<file path="config.mk">
export PLATFORM = sky130hd
export DESIGN_NAME = margin_ctrl
export DESIGN_NICKNAME = d
export VERILOG_FILES = /design/src/rtl/margin_pkg.sv /design/src/rtl/margin_pwm_timer.sv /design/src/rtl/margin_mode_sel.sv /design/src/rtl/margin_integ.sv /design/src/rtl/margin_ctrl.sv
export SDC_FILE = /design/constraint.sdc
export NUM_CORES = 1
export LEC_CHECK = 0
export ABC_AREA = 1
export CAP_MARGIN = 10
export CORE_UTILIZATION = 55
export DETAILED_ROUTE_END_ITERATION = 6
export DONT_BUFFER_PORTS = 1
export HOLD_SLACK_MARGIN = 0.15
export PLACE_DENSITY = 0.75
export SLEW_MARGIN = 30
export SYNTH_ARGS = -nofsm -noshare
export SYNTH_HDL_FRONTEND = slang
export SYNTH_SLANG_ARGS = --single-unit
export TNS_END_PERCENT = 20
</file>
<file path="constraint.sdc">
create_clock -name clk_i -period 5.4 [get_ports clk_i]
set_clock_uncertainty 0.05 [all_clocks]
set_input_delay 0.81 -clock clk_i [delete_from_list [all_inputs] [get_ports clk_i]]
set_output_delay 0.81 -clock clk_i [all_outputs]
set_load 0.005 [all_outputs]
</file>
<file path="src/rtl/margin_pkg.sv">
package margin_pkg;
  typedef enum logic [1:0] {
    IDLE_HIZ   = 2'd0,
    IDLE_TRIM  = 2'd1,
    IDLE_FIXED = 2'd2,
    IDLE_RSVD  = 2'd3
  } idle_mode_e;
endpackage

</file>
<file path="src/rtl/margin_pwm_timer.sv">
module margin_pwm_timer #(
  parameter int DW = 12
) (
  input  logic          clk_i,
  input  logic          rst_ni,
  output logic [DW-1:0] cnt_o,
  output logic          wrap_o
);
  localparam logic [DW-1:0] CNT_LAST = {DW{1'b1}};

  logic [DW-1:0] cnt_q;

  always_ff @(posedge clk_i or negedge rst_ni) begin
    if (!rst_ni) cnt_q <= '0;
    else         cnt_q <= cnt_q + 1'b1;
  end

  assign cnt_o  = cnt_q;
  assign wrap_o = (cnt_q == CNT_LAST);
endmodule

</file>
<file path="src/rtl/margin_mode_sel.sv">
module margin_mode_sel
  import margin_pkg::*;
(
  input  logic       clk_i,
  input  logic       rst_ni,
  input  logic       wrap_i,
  input  logic       cmd_valid_i,
  input  logic       cmd_en_i,
  input  logic       cmd_up_i,
  input  logic       pin_en_i,
  input  logic       pin_up_i,
  input  logic [1:0] idle_mode_i,
  output logic       act_o,
  output logic       up_o,
  output idle_mode_e mode_o
);
  logic       act_q, up_q;
  idle_mode_e mode_q;
  logic       req_en, req_up;

  // bus command outranks pins
  assign req_en = cmd_valid_i ? cmd_en_i : pin_en_i;
  assign req_up = cmd_valid_i ? cmd_up_i : pin_up_i;

  always_ff @(posedge clk_i or negedge rst_ni) begin
    if (!rst_ni) begin
      act_q  <= 1'b0;
      up_q   <= 1'b0;
      mode_q <= IDLE_HIZ;
    end else if (wrap_i) begin
      act_q  <= req_en;
      up_q   <= req_up;
      mode_q <= idle_mode_e'(idle_mode_i);
    end
  end

  assign act_o  = act_q;
  assign up_o   = up_q;
  assign mode_o = mode_q;


  boundary_only_chk: assert property (@(posedge clk_i) disable iff (!rst_ni)
    !wrap_i |=> ($stable(act_q) && $stable(up_q) && $stable(mode_q)));
endmodule

</file>
<file path="src/rtl/margin_integ.sv">
module margin_integ #(
  parameter int DW   = 12,
  parameter int VW   = 12,
  parameter int DIVW = 16
) (
  input  logic            clk_i,
  input  logic            rst_ni,
  input  logic            adj_en_i,
  input  logic            sv_i,
  input  logic [VW-1:0]   vmeas_i,
  input  logic [VW-1:0]   target_i,
  input  logic [VW-1:0]   deadband_i,
  input  logic [DIVW-1:0] step_div_i,
  input  logic            pol_i,
  output logic [DW-1:0]   duty_o
);
  localparam logic [DW-1:0] DUTY_MAX = {DW{1'b1}};

  logic [DW-1:0]   duty_q;
  logic [DIVW-1:0] scnt_q, div_last;
  logic            below, outside, raise_req, lower_req, step_up, step_dn;
  logic [VW-1:0]   err_mag;

  assign div_last  = (step_div_i == '0) ? '0 : step_div_i - 1'b1;
  assign below     = vmeas_i < target_i;
  assign err_mag   = below ? (target_i - vmeas_i) : (vmeas_i - target_i);
  assign outside   = err_mag > deadband_i;
  assign raise_req = outside && below;
  assign lower_req = outside && !below;
  assign step_up   = pol_i ? raise_req : lower_req;
  assign step_dn   = pol_i ? lower_req : raise_req;

  always_ff @(posedge clk_i or negedge rst_ni) begin
    if (!rst_ni) begin
      duty_q <= '0;
      scnt_q <= '0;
    end else if (!adj_en_i) begin
      scnt_q <= '0;
    end else if (sv_i) begin
      if (scnt_q >= div_last) begin
        scnt_q <= '0;
        if (step_up && duty_q != DUTY_MAX)  duty_q <= duty_q + 1'b1;
        else if (step_dn && duty_q != '0)   duty_q <= duty_q - 1'b1;
      end else begin
        scnt_q <= scnt_q + 1'b1;
      end
    end
  end

  assign duty_o = duty_q;


  step_on_sample_chk: assert property (@(posedge clk_i) disable iff (!rst_ni)
    !sv_i |=> $stable(duty_q));

  no_wrap_up_chk: assert property (@(posedge clk_i) disable iff (!rst_ni)
    (duty_q == DUTY_MAX) |=> (duty_q != '0));

  no_wrap_dn_chk: assert property (@(posedge clk_i) disable iff (!rst_ni)
    (duty_q == '0) |=> (duty_q != DUTY_MAX));
endmodule

</file>
<file path="src/rtl/margin_ctrl.sv">
module margin_ctrl
  import margin_pkg::*;
#(
  parameter int NCH  = 4,
  parameter int DW   = 12,
  parameter int VW   = 12,
  parameter int DIVW = 16
) (
  input  logic              clk_i,
  input  logic              rst_ni,
  input  logic [NCH-1:0]    sample_valid_i,
  input  logic [NCH*VW-1:0] vmeas_i,
  input  logic [NCH*VW-1:0] tgt_hi_i,
  input  logic [NCH*VW-1:0] tgt_lo_i,
  input  logic [NCH*VW-1:0] tgt_nom_i,
  input  logic [VW-1:0]     deadband_i,
  input  logic [DIVW-1:0]   step_div_i,
  input  logic [NCH-1:0]    polarity_i,
  input  logic [2*NCH-1:0]  idle_mode_i,
  input  logic [NCH*DW-1:0] fixed_duty_i,
  input  logic [NCH-1:0]    fault_ign_i,
  input  logic [NCH-1:0]    cmd_valid_i,
  input  logic [NCH-1:0]    cmd_en_i,
  input  logic [NCH-1:0]    cmd_up_i,
  input  logic [NCH-1:0]    pin_en_i,
  input  logic [NCH-1:0]    pin_up_i,
  output logic [NCH-1:0]    pwm_o,
  output logic [NCH-1:0]    pwm_oe_o,
  output logic [NCH*DW-1:0] duty_o,
  output logic [NCH-1:0]    fault_mask_o
);
  logic [DW-1:0] cnt;
  logic          wrap;

  margin_pwm_timer #(.DW(DW)) i_timer (
    .clk_i  (clk_i),
    .rst_ni (rst_ni),
    .cnt_o  (cnt),
    .wrap_o (wrap)
  );

  for (genvar g = 0; g < NCH; g++) begin : g_rail
    logic          act, up, adj_en;
    idle_mode_e    mode;
    logic [VW-1:0] target;
    logic [DW-1:0] duty_int, duty_eff;

    margin_mode_sel i_sel (
      .clk_i       (clk_i),
      .rst_ni      (rst_ni),
      .wrap_i      (wrap),
      .cmd_valid_i (cmd_valid_i[g]),
      .cmd_en_i    (cmd_en_i[g]),
      .cmd_up_i    (cmd_up_i[g]),
      .pin_en_i    (pin_en_i[g]),
      .pin_up_i    (pin_up_i[g]),
      .idle_mode_i (idle_mode_i[2*g +: 2]),
      .act_o       (act),
      .up_o        (up),
      .mode_o      (mode)
    );

    assign target = act ? (up ? tgt_hi_i[g*VW +: VW] : tgt_lo_i[g*VW +: VW])
                        : tgt_nom_i[g*VW +: VW];
    assign adj_en = act || (mode == IDLE_TRIM);

    margin_integ #(.DW(DW), .VW(VW), .DIVW(DIVW)) i_integ (
      .clk_i      (clk_i),
      .rst_ni     (rst_ni),
      .adj_en_i   (adj_en),
      .sv_i       (sample_valid_i[g]),
      .vmeas_i    (vmeas_i[g*VW +: VW]),
      .target_i   (target),
      .deadband_i (deadband_i),
      .step_div_i (step_div_i),
      .pol_i      (polarity_i[g]),
      .duty_o     (duty_int)
    );

    assign duty_eff = (!act && mode == IDLE_FIXED) ? fixed_duty_i[g*DW +: DW] : duty_int;
    assign duty_o[g*DW +: DW] = duty_eff;
    assign pwm_oe_o[g]     = act || (mode == IDLE_TRIM) || (mode == IDLE_FIXED);
    assign pwm_o[g]        = pwm_oe_o[g] && (cnt < duty_eff);
    assign fault_mask_o[g] = act && fault_ign_i[g];


    mask_needs_drive_chk: assert property (@(posedge clk_i) disable iff (!rst_ni)
      fault_mask_o[g] |-> pwm_oe_o[g]);
  end
endmodule

</file>
==> flow_summary.ini, run 1 <==
[sta]
maxSlewViolCount = 0
period_share = 0.984
layout_min_cycle_time_ps = 5320
tightest_slew_ps = 974
finalHoldViolations = 0
max_freq_mhz = 188
fin_setup_tns_ps = 0
setup_viol = 0
rsz0062_at_grt = true
slew_headroom = 0.344

[global_routing]
grtUsageTotal = 0.345
grt_start_max_net_pins = 141
grt_pass1_wl_um = 97700
grt.overflow.total = 0
antenna_found_initial = 3
grt_pass1_vias = 19600

[synth]
yosys_register_bits = 140
synth_warnings = 0
syn_avg_cell_area_um2 = 6.68
syn_nets = 3473
synth-edff-count = 0
synth_cell_type_count = 52
ys.flop_type = dfrtp_1
ys_seq_area_frac = 0.184
syn_inst = 2853
synthArstFlopShare = 1.00
syn_area_um2 = 19100

[place]
dp_hpwl_um = 49700
port_buffers = 0
placedCellCount = 3528
gp_congestion = 0.951

[clock_network]
cts.htree.levels = 4
tritoncts = built
cts_sinks = 140
cts_buffer_depth = 2
clk_pin_slew_ps = 70
insertion_delay_ps = 450
cts_root_buf = clkbuf_16
cts_made_buffers = 17

[die]
die_x_um = 188
dieHeight_um = 188
coreArea_um2 = 33800
io_pins = 370
rows = 67
start_util = 0.564
dieArea_um2 = 35400

[route]
drc = 1
vias = 20600
routed_wl_um = 64500
drt_iter0_drc = 1429
viasPerCell = 5.71
detail_route.first_pass.iterations = 7
antenna_left = 0
wl_per_cell_um = 17.9

[run_status]
status = finished, violations left
violations = design-rule violations

[cells_and_area]
nNetsFinal = 3758
areaGrowthSynthToFinish_pct = 24.0
final_util = 0.700
drive_gt1_frac = 0.202
stdcell_count = 3601

[power_and_ir_drop]
leakagePower_nw = 12.5
power_density_nw_per_um2 = 367
max-vdd-ir-drop_mv = 0.289

[setup_path]
worst-setup-path-type = flip-flop to flip-flop
critPathMaxFanout = 7
cpMaxStageDelayCell = dfrtp_2
start_kind = flip-flop
cp.arrival_ps = 5590
slowest_delay_ps = 460
path_buf_inv = 7
crit_top_cell = nor2_1
cp.required_ps = 5680
worst_setup_path_end_kind = flip-flop
crit_family = simple AND/OR/NAND/NOR gates

[run]
cap_viol_max_count = 0

[hold_path]
hold_class = input pin to asynchronous set/reset pin
## worst paths after layout
path / startpoint / to / slack (ps) / cells past startpoint
worst max-delay path: g_rail[1].i_sel.up_o / g_rail[1].i_integ.duty_o[11] / 80 / 37
worst min-delay path: rst_ni / g_rail[3].i_integ.duty_o[10] / 280 / 1
worst max register to register: g_rail[1].i_sel.up_o / g_rail[1].i_integ.duty_o[11] / 80 / 37
worst min register to register: g_rail[3].i_sel.mode_o[0] / g_rail[3].i_sel.mode_o[0] / 490 / 1
max in group asynchronous: rst_ni / g_rail[0].i_sel.up_o / 4370 / 1
min in group clk_i: idle_mode_i[4] / g_rail[2].i_sel.mode_o[0] / 460 / 1
## cell type report
cell class                 instances  area, µm²
multi-input combinational       2136      14500
fill                            2785      10100
sequential                       140       3510
timing repair buffer             312       2500
inverter                         531       2000
tap                              448        561
clock buffer                      20        447
clock inverter                    12        138
antenna                            2       5.00
## sequential cells by signal, summed over array words and instances (netlist names)
signal and count:
g_rail.i_integ.scnt_q 64, g_rail.i_integ.duty_o 48, i_timer.cnt_o 12, g_rail.i_sel.mode_o 8
g_rail.i_sel.act_o 4, g_rail.i_sel.up_o 4
## kinds of logic after synthesis
kind of cell | share of synthesized area
buffers and inverters | 0.118
AOI/OAI and AO/OA | 0.179
xor gates and xnor gates | 0.0634
muxes | 0.00971
DFF | 0.184
and+or+nand+nor | 0.238
adders and majority gates | 0.208
## synthesized netlist by cell type (4+ instances only)
library cell | instances | area, µm²
xnor2_1 | 35 | 307
ha_1 | 298 | 3730
nand3_2 | 14 | 140
a31oi_1 | 7 | 43.8
inv_1 | 524 | 1970
o21ai_0 | 253 | 1270
o21ai_2 | 28 | 245
nor2_1 | 255 | 957
o21bai_1 | 7 | 52.6
o31ai_1 | 10 | 75.1
xor2_1 | 103 | 902
dfrtp_1 | 140 | 3500
clkbuf_1 | 30 | 113
o22ai_1 | 31 | 194
o211ai_1 | 8 | 60.1
nor4_1 | 27 | 169
clkinv_1 | 5 | 18.8
o21ai_1 | 16 | 80.1
o21a_1 | 8 | 60.1
mux2i_1 | 14 | 140
nand3_1 | 116 | 581
nor3_1 | 23 | 115
nand2_2 | 12 | 75.1
a21o_1 | 16 | 120
a221oi_1 | 5 | 43.8
or2_2 | 7 | 43.8
a21oi_1 | 194 | 971
fa_1 | 12 | 240
mux2_2 | 4 | 45.0
buf_2 | 9 | 45.0
buf_6 | 7 | 78.8
nand4_1 | 36 | 225
nand2_1 | 552 | 2070
nor2_2 | 6 | 37.5
a21oi_2 | 5 | 43.8
nor3_2 | 4 | 40.0
## layer usage
layer | vias to the layer above | part of all wire | track usage
li1 | 9933 | - | -
met1 | 9593 | 0.40 | 0.419
met5 | - | 0 | 0
met2 | 856 | 0.48 | 0.601
met3 | 171 | 0.080 | 0.0704
met4 | 0 | 0.037 | 0.123
## timing repair
item	in CTS	in global routing
hold buffers	1	0
setup buffers	2	34
gates resized for setup	29	318
gates cloned	2	0
setup endpoints to repair	17	40
pin swaps	2	121
hold endpoints to repair	140	0
## cell usage in the layout, fill, tap and decap left out, types with 34 or more instances in the layout
master / n
nor2_1: 229
buf_4: 287
ha_1: 259
o21ai_0: 176
nand4_1: 36
nand2_1: 513
o21ai_2: 46
dfrtp_1: 137
xor2_1: 103
xnor2_1: 34
nand3_1: 96
inv_1: 509
a21oi_1: 164
o21ai_1: 74
nand2_2: 47
## stage by stage
step	hold WS [ps]	power [W]	setup slack [ps]	cell area, µm²
after floorplan	423	0.00489	103	19100
after global placement	449	0.00636	-301	21500
after detailed placement	465	0.00657	-386	21500
after CTS	346	0.00789	-31.0	22200
after global routing	374	0.00936	-193	23700
final	276	0.00869	84.5	23700
## power by group
part / total, W / internal, W / switching [W]
Sequential: 0.00179 / 0.00134 / 0.000447
Combinational: 0.00568 / 0.00253 / 0.00315
Clock: 0.00122 / 0.000696 / 0.000521
Total: 0.00869 / 0.00457 / 0.00412
Power figures use the tool's default switching activity.
==> run 2: changes to the inputs <==
PLACE_DENSITY = 0.72   (was 0.75)
clock period = 4.9 ns   (was 5.4 ns; I/O delays follow)
==> run 2 against run 1 <==
  * The run ends with negative setup slack left
  * Combinational power increased by 22%
  * Sequential share of layout area fell by 0.86 points
  * Critical path depth unchanged
  * Critical path type unchanged
==> flow_summary.ini, run 2 (same netlist as run 1, synthesis figures left out) <==
[cells_and_area]
layout_common_cells = inv_1, nand2_1, buf_4, ha_1, nor2_1
drive_gt1_frac = 0.262
antenna_cells = 0
layout_commonest_cell = inv_1
nNetsFinal = 3830
largest-register = g_rail.i_integ.scnt_q
largest_register_ffs = 64
stdcell_count = 3671
areaGrowthSynthToFinish_pct = 31.7

[clock_network]
insertion_delay_ps = 450
tritoncts = built
cts.htree.levels = 4
clk_pin_slew_ps = 70
cts_root_buf = clkbuf_16
cts_sinks = 140
cts_buffer_depth = 2
cts_made_buffers = 17

[run_status]
violations = negative setup slack
status = finished, violations left

[power_and_ir_drop]
pwr-share-clk = 0.130
combPwrFrac = 0.677
max-vdd-ir-drop_mv = 0.321
power_density_nw_per_um2 = 409
leakagePower_nw = 13.1
total_power_w = 0.0103
p_int_w = 0.00541
seq_power_share = 0.193
switching_share = 0.473
power.switching_w = 0.00486

[setup_path]
critPathMaxFanout = 7
regToRegStartpoint = g_rail[1].i_sel.up_o
start_kind = flip-flop
cp_num_cells = 37
crit_start = g_rail[1].i_sel.up_o
path_buf_inv = 7
worstRegToRegCells = 37
cpMaxStageDelayCell = dfrtp_2
r2r_slack_ps = -280
r2r-end = g_rail[1].i_integ.duty_o[10]
crit_family = simple AND/OR/NAND/NOR gates
endpoint = g_rail[1].i_integ.duty_o[10]
slowest_delay_ps = 440
worst_setup_path_end_kind = flip-flop
cp.arrival_ps = 5470
cp.required_ps = 5190
crit_top_cell = o21ai_1
worst-setup-path-type = flip-flop to flip-flop

[die]
die_x_um = 188
dieHeight_um = 188
io_pins = 370
rows = 67
dieArea_um2 = 35400
start_util = 0.564
coreArea_um2 = 33800

[global_routing]
grt_start_max_net_pins = 141
grt_pass1_wl_um = 98000
antenna_found_initial = 0
grt.overflow.total = 0
grt_pass1_vias = 20200
grtUsageTotal = 0.341

[route]
drt_iter0_drc = 1392
vias = 20900
viasPerCell = 5.70
wl_per_cell_um = 17.6
routed_wl_um = 64500
antenna_left = 0
detail_route.first_pass.iterations = 6
drc = 0

[sta]
tightest_slew_ps = 992
slew_headroom = 0.332
max_freq_mhz = 193
layout_min_cycle_time_ps = 5180
period_share = 1.06
rsz0062_at_grt = true
finalHoldViolations = 0
setup_viol = 31
maxSlewViolCount = 0
fin_ws_ps = -284

[place]
gp_congestion = 0.987
post-place-ws_ps = -580
port_buffers = 0
dp_hpwl_um = 49000
placedCellCount = 3552

[hold_path]
hold_class = input pin to asynchronous set/reset pin

[run]
cap_viol_max_count = 0
-- run 2: cell count changes in the layout (fill, tap and decap cells not counted), moves of 12 or more --
cell / previous run / this run
a21oi_1: 164 / 149
buf_4: 287 / 347
nor2_1: 229 / 206
ha_1: 259 / 243
a21oi_2: 29 / 41
ha_4: 32 / 49
nand2_1: 513 / 489
o21ai_0: 176 / 153
nand2_2: 47 / 63
nor2_4: 11 / 24
-- run 2: stage by stage --
| stage | setup TNS (ps) | utilization | hold slack, ps | cell area (µm²) |
|---|---|---|---|---|
| floorplan | -71.2 | - | 389 | 19600 |
| global placement | -9850 | 0.658 | 393 | 22200 |
| detailed placement | -14580 | 0.658 | 392 | 22200 |
| CTS | -2340 | 0.699 | 278 | 23600 |
| global route | -15650 | 0.743 | 294 | 25100 |
| finish | -4190 | 0.743 | 233 | 25100 |
-- run 2: repair_timing --
action,in CTS,in global routing
gates resized for setup,152,302
endpoints found under the hold margin,140,0
setup buffers,31,49
pin swaps,87,208
hold buffers,1,0
gates cloned,5,3
setup endpoints to repair,38,43
-- run 2: power by group through the flow --
stage	clock network, W	registers, W	logic, W
after floorplan	0	0.00182	0.00383
after global placement	0	0.00194	0.00537
after detailed placement	0	0.00195	0.00556
after CTS	0.00135	0.00194	0.00601
after global routing	0.00139	0.00203	0.00763
final	0.00133	0.00199	0.00695
-- run 2: worst min-delay path by stage --
stage           start                     endpoint  slack, ps  cells after the start
3_5_place_dp   rst_ni  g_rail[0].i_integ.scnt_q[1]        390                      0
6_report       rst_ni  g_rail[3].i_integ.scnt_q[0]        230                      1
3_3_place_gp   rst_ni  g_rail[0].i_integ.scnt_q[2]        390                      0
4_1_cts        rst_ni  g_rail[1].i_integ.scnt_q[0]        280                      1
5_1_grt        rst_ni  g_rail[3].i_integ.scnt_q[0]        290                      1
2_1_floorplan  rst_ni  g_rail[0].i_integ.duty_o[0]        390                      0
-- run 2: layout make-up --
cell class	count	area [µm²]
inverters	531	2010
clock inverters	15	155
clock buffers	17	425
multi-input cells	2138	15300
flip-flops and latches	140	3510
well taps	448	561
repair buffers	382	3110
fillers	2647	8670
-- run 2: metal layers --
layer	track usage	share of wire	up-vias
met5	0	0	-
met4	0.111	0.030	0
met3	0.0497	0.067	163
met2	0.595	0.49	799
met1	0.429	0.41	9859
li1	-	-	10100
